**config.mk**
```make
export PLATFORM = sky130hd
export DESIGN_NAME = bank_idx_window
export DESIGN_NICKNAME = d
export VERILOG_FILES = /design/src/rtl/bw_pkg.sv /design/src/rtl/bw_ptr.sv /design/src/rtl/bw_regfile.sv /design/src/rtl/bw_rcap.sv /design/src/rtl/bank_idx_window.sv
export SDC_FILE = /design/constraint.sdc
export NUM_CORES = 1
export LEC_CHECK = 0
export ABC_AREA = 1
export BUFFER_PORTS_ARGS = -buffer_cell sky130_fd_sc_hd__buf_2
export CAP_MARGIN = 5
export CORE_UTILIZATION = 40
export DETAILED_ROUTE_END_ITERATION = 6
export GPL_TIMING_DRIVEN = 0
export PLACE_DENSITY = 0.63
export SLEW_MARGIN = 20
export SYNTH_ARGS = -nofsm -noshare
export SYNTH_HDL_FRONTEND = slang
export SYNTH_SLANG_ARGS = --single-unit
```
**constraint.sdc**
```tcl
create_clock -name clk_i -period 3 [get_ports clk_i]
set_clock_uncertainty 0.05 [all_clocks]
set_input_delay 0 -clock clk_i [delete_from_list [all_inputs] [get_ports clk_i]]
set_output_delay 0 -clock clk_i [all_outputs]
set_load 0.01 [all_outputs]
```
**src/rtl/bw_pkg.sv**
```systemverilog
package bw_pkg;
  typedef enum logic [1:0] {
    TGT_NONE,
    TGT_BANK,
    TGT_ARR,
    TGT_PTR
  } tgt_e;

  localparam int unsigned OFF_BANK = 11;
  localparam int unsigned OFF_WIN  = 12;
  localparam int unsigned N_LANE   = 2;
endpackage

```
**src/rtl/bw_ptr.sv**
```systemverilog
module bw_ptr #(
  parameter int unsigned IW = 8
) (
  input  logic          clk_i,
  input  logic          rst_ni,
  input  logic          ld_i,
  input  logic [IW-1:0] ld_val_i,
  input  logic          adv_i,
  input  logic          wide_i,
  output logic [IW-1:0] ptr_o
);
  logic [IW-1:0] step;
  assign step = wide_i ? IW'(2) : IW'(1);

  always_ff @(posedge clk_i or negedge rst_ni) begin
    if (!rst_ni)    ptr_o <= '0;
    else if (ld_i)  ptr_o <= ld_val_i;
    else if (adv_i) ptr_o <= ptr_o + step;
  end

  AST_PTR_STEP: assert property (@(posedge clk_i) disable iff (!rst_ni)
    (adv_i && !ld_i) |=> (ptr_o - $past(ptr_o)) == ($past(wide_i) ? IW'(2) : IW'(1)));
endmodule

```
**src/rtl/bw_regfile.sv**
```systemverilog
module bw_regfile #(
  parameter int unsigned IW       = 8,
  parameter int unsigned NP       = 2,
  parameter int unsigned CFG_IDX  = 0,
  parameter int unsigned CTR_BASE = 68,
  parameter int unsigned N_CTR    = 4,
  parameter int unsigned SCR_IDX  = 248,
  parameter int unsigned ID_IDX   = 250,
  parameter logic [15:0] ID_VAL   = 16'h1009
) (
  input  logic                   clk_i,
  input  logic                   rst_ni,
  input  logic [NP-1:0][IW-1:0]  idx_i,
  input  logic [NP-1:0]          we_i,
  input  logic [NP-1:0][7:0]     wd_i,
  output logic [NP-1:0][7:0]     rd_o,
  output logic                   aii_o
);
  logic [7:0] cfg_q;
  logic [7:0] ctr_q [N_CTR];
  logic [7:0] scr_q [2];

  always_ff @(posedge clk_i or negedge rst_ni) begin
    if (!rst_ni) cfg_q <= '0;
    else
      for (int p = 0; p < NP; p++)
        if (we_i[p] && idx_i[p] == IW'(CFG_IDX)) cfg_q <= wd_i[p];
  end

  for (genvar g = 0; g < N_CTR; g++) begin : g_ctr
    always_ff @(posedge clk_i or negedge rst_ni) begin
      if (!rst_ni) ctr_q[g] <= '0;
      else
        for (int p = 0; p < NP; p++)
          if (we_i[p] && idx_i[p] == IW'(CTR_BASE + g)) ctr_q[g] <= wd_i[p];
    end
  end

  for (genvar g = 0; g < 2; g++) begin : g_scr
    always_ff @(posedge clk_i or negedge rst_ni) begin
      if (!rst_ni) scr_q[g] <= '0;
      else
        for (int p = 0; p < NP; p++)
          if (we_i[p] && idx_i[p] == IW'(SCR_IDX + g)) scr_q[g] <= wd_i[p];
    end
  end

  function automatic logic [7:0] rd_byte(input logic [IW-1:0] idx);
    logic [7:0] v;
    v = '0;
    if (idx == IW'(CFG_IDX))     v = cfg_q;
    if (idx == IW'(SCR_IDX))     v = scr_q[0];
    if (idx == IW'(SCR_IDX + 1)) v = scr_q[1];
    if (idx == IW'(ID_IDX))      v = ID_VAL[7:0];
    if (idx == IW'(ID_IDX + 1))  v = ID_VAL[15:8];
    for (int c = 0; c < N_CTR; c++)
      if (idx == IW'(CTR_BASE + c)) v = ctr_q[c];
    return v;
  endfunction

  always_comb
    for (int p = 0; p < NP; p++) rd_o[p] = rd_byte(idx_i[p]);

  assign aii_o = cfg_q[0];

  AST_SCR_HOLD: assert property (@(posedge clk_i) disable iff (!rst_ni)
    !((we_i[0] && idx_i[0] == IW'(SCR_IDX)) || (we_i[1] && idx_i[1] == IW'(SCR_IDX)))
    |=> $stable(scr_q[0]));
endmodule

```
**src/rtl/bw_rcap.sv**
```systemverilog
module bw_rcap #(
  parameter int unsigned DW = 16
) (
  input  logic          clk_i,
  input  logic          rst_ni,
  input  logic          cap_i,
  input  logic [DW-1:0] d_i,
  output logic [DW-1:0] q_o
);
  always_ff @(posedge clk_i or negedge rst_ni) begin
    if (!rst_ni)    q_o <= '0;
    else if (cap_i) q_o <= d_i;
  end

  AST_RDATA_HELD: assert property (@(posedge clk_i) disable iff (!rst_ni)
    !cap_i |=> $stable(q_o));
endmodule

```
**src/rtl/bank_idx_window.sv**
```systemverilog
module bank_idx_window
  import bw_pkg::*;
#(
  parameter int unsigned AW       = 4,
  parameter int unsigned IW       = 8,
  parameter int unsigned CFG_IDX  = 0,
  parameter int unsigned CTR_BASE = 68,
  parameter int unsigned N_CTR    = 4,
  parameter int unsigned SCR_IDX  = 248,
  parameter int unsigned ID_IDX   = 250,
  parameter logic [15:0] ID_VAL   = 16'h1009
) (
  input  logic          clk_i,
  input  logic          rst_ni,
  input  logic          rd_i,
  input  logic          wr_i,
  input  logic          word_i,
  input  logic [AW-1:0] addr_i,
  input  logic [15:0]   wdata_i,
  output logic [15:0]   rdata_o
);
  localparam int unsigned NL = N_LANE;

  logic                  bank_q;
  logic [IW-1:0]         ptr;
  logic                  aii;
  logic [AW-1:0]         base_off;
  logic [NL-1:0]         lane_en;
  logic [NL-1:0][IW-1:0] lane_idx;
  tgt_e [NL-1:0]         lane_tgt;
  logic [NL-1:0][7:0]    lane_wd;
  logic [NL-1:0][7:0]    lane_rd;
  logic [NL-1:0][7:0]    rf_rd;
  logic [NL-1:0]         rf_we;
  logic                  ptr_ld;
  logic                  ptr_adv;
  logic [15:0]           rd_word;

  // word accesses are aligned to the even offset
  assign base_off = word_i ? {addr_i[AW-1:1], 1'b0} : addr_i;

  for (genvar l = 0; l < NL; l++) begin : g_lane
    logic [AW-1:0] off;
    logic [1:0]    k;
    tgt_e          tgt;
    logic [IW-1:0] idx;
    logic [7:0]    rd;

    assign off = base_off + AW'(l);
    assign k   = 2'(off - AW'(OFF_WIN));

    always_comb begin
      tgt = TGT_NONE;
      idx = '0;
      if (off == AW'(OFF_BANK)) begin
        tgt = TGT_BANK;
      end else if (off >= AW'(OFF_WIN)) begin
        if (!bank_q) begin
          tgt = TGT_ARR;
          idx = IW'(CTR_BASE) + IW'(k);
        end else if (k < 2'd2) begin
          tgt = TGT_ARR;
          idx = ptr + IW'(k);
        end else if (k == 2'd2) begin
          tgt = TGT_PTR;
        end
      end
    end

    always_comb begin
      case (tgt)
        TGT_BANK: rd = {7'b0, bank_q};
        TGT_ARR:  rd = rf_rd[l];
        TGT_PTR:  rd = 8'(ptr);
        default:  rd = '0;
      endcase
    end

    assign lane_en[l]  = (l == 0) ? 1'b1 : word_i;
    assign lane_tgt[l] = tgt;
    assign lane_idx[l] = idx;
    assign lane_rd[l]  = rd;
    assign lane_wd[l]  = wdata_i[8*l +: 8];
    assign rf_we[l]    = wr_i && lane_en[l] && (tgt == TGT_ARR);
  end

  always_ff @(posedge clk_i or negedge rst_ni) begin
    if (!rst_ni) bank_q <= 1'b0;
    else
      for (int l = 0; l < NL; l++)
        if (wr_i && lane_en[l] && lane_tgt[l] == TGT_BANK) bank_q <= lane_wd[l][0];
  end

  bw_regfile #(
    .IW(IW), .NP(NL), .CFG_IDX(CFG_IDX), .CTR_BASE(CTR_BASE), .N_CTR(N_CTR),
    .SCR_IDX(SCR_IDX), .ID_IDX(ID_IDX), .ID_VAL(ID_VAL)
  ) u_rf (
    .clk_i, .rst_ni,
    .idx_i (lane_idx),
    .we_i  (rf_we),
    .wd_i  (lane_wd),
    .rd_o  (rf_rd),
    .aii_o (aii)
  );

  // only lane 0 can land on the pointer or start a data-port access
  assign ptr_ld  = wr_i && lane_tgt[0] == TGT_PTR;
  assign ptr_adv = bank_q && (rd_i || wr_i) && lane_tgt[0] == TGT_ARR && !aii;

  bw_ptr #(.IW(IW)) u_ptr (
    .clk_i, .rst_ni,
    .ld_i     (ptr_ld),
    .ld_val_i (IW'(lane_wd[0])),
    .adv_i    (ptr_adv),
    .wide_i   (word_i),
    .ptr_o    (ptr)
  );

  assign rd_word = {lane_en[1] ? lane_rd[1] : 8'h00, lane_rd[0]};

  bw_rcap #(.DW(16)) u_rcap (
    .clk_i, .rst_ni,
    .cap_i (rd_i),
    .d_i   (rd_word),
    .q_o   (rdata_o)
  );

  AST_LEGACY_NO_PTR: assert property (@(posedge clk_i) disable iff (!rst_ni)
    !bank_q |=> $stable(ptr));

  AST_AII_HOLD: assert property (@(posedge clk_i) disable iff (!rst_ni)
    (aii && !ptr_ld) |=> $stable(ptr));

  AST_PTR_ACCESS_NO_ADV: assert property (@(posedge clk_i) disable iff (!rst_ni)
    (bank_q && rd_i && base_off == AW'(OFF_WIN + 2)) |=> $stable(ptr));
endmodule

```
==> flow_summary.ini <==
[run_status]
status = finished clean

[drt]
via_per_inst = 5.55
drt-total-wl_mm = 21.1
drt_iter0_drc = 766
drt_first_pass_iters = 5
final_antenna_net_count = 0
wl_per_cell_um = 18.4
drc_errors = 0
num_vias = 6356

[cells_and_area]
final_common_cell = nand2_1
final_cell_mix = 289 x nand2_1, 95 x inv_1, 79 x dfrtp_1, 55 x nand3_1, 48 x o21ai_0
drive_gt1_share_pct = 20.4
layout.area.seq_sq_mm = 0.00203
stdcell_count = 1145
multi_input_area_sq_mm = 0.00364
fillCellCount = 1552
area_growth_pct = 18.8
diodes = 0
nets = 995

[worst_setup_path]
crit_path_start_kind = flop
reg2reg_depth = 19
critPathSlowestCell = fa_2
crit_top_cell = nand2_1
worstPathMaxFanout = 7
cp-end-kind = flop
regToRegEndpoint = u_rcap.q_o[15]
crit_chain = ha_2, inv_1, fa_2, inv_1, nand3_1, nand2_2, o211ai_1, inv_1, nor2_4, nand2_4, inv_1, nand2_1, nand3_1, nand2_1, nand4_1, nand2_1, nand2_1, nand2_1, nand2_1
slowest_delay_ns = 0.51
cp.required_ns = 3.24
path_class = reg2reg
r2r_slack_ns = 0.13
critPathArrivalTime_ns = 3.11
rr_startpoint = u_ptr.ptr_o[0]

[clock_tree]
clk_pin_slew_ns = 0.06
clk-insertion-delay-late_ns = 0.35
numCtsBuffers = 9
htreeDepth = 3
tritoncts = done
clockBufferDepth = 2
cts-root-buf = clkbuf_16
clkSinkCount = 81

[sta]
setup_viol = 0
slew_headroom_pct = 58.4
worst_pin_slew_ns = 0.624
drv_slew = 0
rsz0062_at_grt = true
hold_viol = 0
fmax_mhz = 348
period_needed_ns = 2.87
tns_ns = 0
fin_crit_sh_pct = 95.7

[grt]
grt.total_usage_pct = 27.4
antenna_found_initial = 0
grt_max_degree = 46
grt_pass1_vias = 5974
grt_pass1_wl_mm = 33.0
grt_overflow = 0

[power]
p_leak_nw = 3.77
vdd_drop_max_mv = 0.269
powerDensity_mw_per_mm2 = 597

[run]
maxCapViolCount = 0

[floorplanning]
start_util_pct = 41.6
row_count = 44
die_y_um = 126
die_area_sq_mm = 0.0158
coreArea_sq_mm = 0.0148
num_io_pins = 41
dieWidth_um = 126

[synthesis]
synth.cell_area_sq_mm = 0.00613
synthesis.nets = 917
synth.yosys.warnings = 0
yosysUniqueCellTypes = 48
synthCells = 878
avgSynthCellArea_sq_um = 6.98
synth_seq_cells = 81
yosysSeqAreaShare_pct = 33.1

[place]
place_congestion = 0.935
dpl.hpwl_mm = 15.9
numPortBuffers = 40
dp.cells = 1103

[min_path]
whs_endpoint = u_rcap.q_o[0]
hold_start = rd_i
hold_path_depth = 4
hold_path.class = in2reg
## routing by layer
metal | track usage (%) | vias to the layer above | part of all wire (%)
met5 | 0 | - | 0
met1 | 37.6 | 2955 | 44
met2 | 43.8 | 293 | 44
li1 | - | 3058 | -
met4 | 8.43 | 0 | 2.7
met3 | 4.97 | 50 | 9.2
## layout make-up
cell class / count / share of cell area [%]
buffer: 12 / 1.17
clock buffer: 9 / 3.09
clock inverter: 7 / 1.39
inverter: 130 / 6.87
multi-input combinational: 656 / 50.0
sequential: 81 / 27.9
tap: 184 / 3.16
timing repair buffer: 66 / 6.43
## critical path: cells and delay by family, from the launching register on
kind	cells	cell delay, ns
and+or+nand+nor	12	1.09
adders and majority gates	2	0.73
DFF	1	0.42
buffers and inverters	4	0.31
AOI/OAI and AO/OA	1	0.22
## logic make-up (layout without fill, tap and decap cells)
| group | Yosys count | after routing | synth area share, % |
|---|---|---|---|
| and+or+nand+nor | 482 | 483 | 37.0 |
| AOI/OAI and AO/OA | 152 | 152 | 16.2 |
| buffers and inverters | 142 | 224 | 9.43 |
| DFF | 81 | 81 | 33.1 |
| adders and majority gates | 14 | 14 | 3.22 |
| xor gates and xnor gates | 5 | 5 | 0.714 |
| muxes | 2 | 2 | 0.367 |
## cell usage after synthesis, drive strengths merged
master   count  area (sq um)
o31ai        1          7.51
fa           3          60.1
ha          11           138
a31oi        3          18.8
o21ai       73           365
clkinv       3          11.3
nor2        70           367
nor3         4          41.3
nor4         2          27.5
xor2         5          43.8
a31o         1          8.76
o22ai        4          25.0
or2          2          12.5
dfrtp       81          2030
nand2      315          1270
nand4       20           140
nand3       67           390
o211ai       5          37.5
clkbuf       2          7.51
mux2         2          22.5
and3         1          6.26
o221ai      34           298
nand3b       1          7.51
o2111ai      7          61.3
buf         10          77.6
a221oi       4          53.8
a21oi       20           119
inv        127           482
## how the worst max path moves through the flow
stage	from	end	slack, ns
after floorplan	u_ptr.ptr_o[0]	u_rf.ctr_q[29]	0.44
after global placement	addr_i[1]	u_rcap.q_o[9]	-0.28
after detailed placement	addr_i[1]	u_rcap.q_o[9]	-0.31
after CTS	u_ptr.ptr_o[0]	u_rcap.q_o[9]	-0.05
after global routing	u_ptr.ptr_o[0]	u_rf.cfg_q[3]	-0.03
final	u_ptr.ptr_o[0]	u_rcap.q_o[15]	0.13
## metrics by stage
stage | worst slack (ns) | power [mW] | hold WS (ns) | cell area (sq um) | util (%)
final | 0.129 | 4.35 | 0.112 | 7280 | 49.4
after global routing | -0.0296 | 4.58 | 0.159 | 7280 | 49.4
after CTS | -0.0470 | 4.23 | 0.117 | 7100 | 48.1
after detailed placement | -0.305 | 2.96 | 0.0103 | 6580 | 44.6
after global placement | -0.283 | 2.94 | 0.216 | 6560 | 44.5
after floorplan | 0.436 | 2.43 | -0.346 | 6130 | -
## power by group
| group | leakage (nW) | total, mW | internal [mW] | switching [mW] |
|---|---|---|---|---|
| clock | 0.153 | 1.24 | 0.737 | 0.504 |
| combinational | 2.61 | 1.69 | 0.554 | 1.14 |
| sequential | 1.00 | 1.42 | 1.25 | 0.174 |
| total | 3.77 | 4.35 | 2.54 | 1.81 |
## flip-flops by register name (all words and copies together), names as in the netlist
signal and count:
u_rcap.q_o 16, u_rf.cfg_q 8, u_rf.ctr_q 32, u_ptr.ptr_o 8
bank_q 1, u_rf.scr_q 16
## what timing repair did
action                                 CTS  global route
buffers inserted                         0             8
setup endpoints to repair               49            72
endpoints found under the hold margin   76             0
resized for setup                       10            38
gates cloned                             0             1
pin swaps                                1             9
hold buffers                            17             0
(Power assumes the default switching activity.)
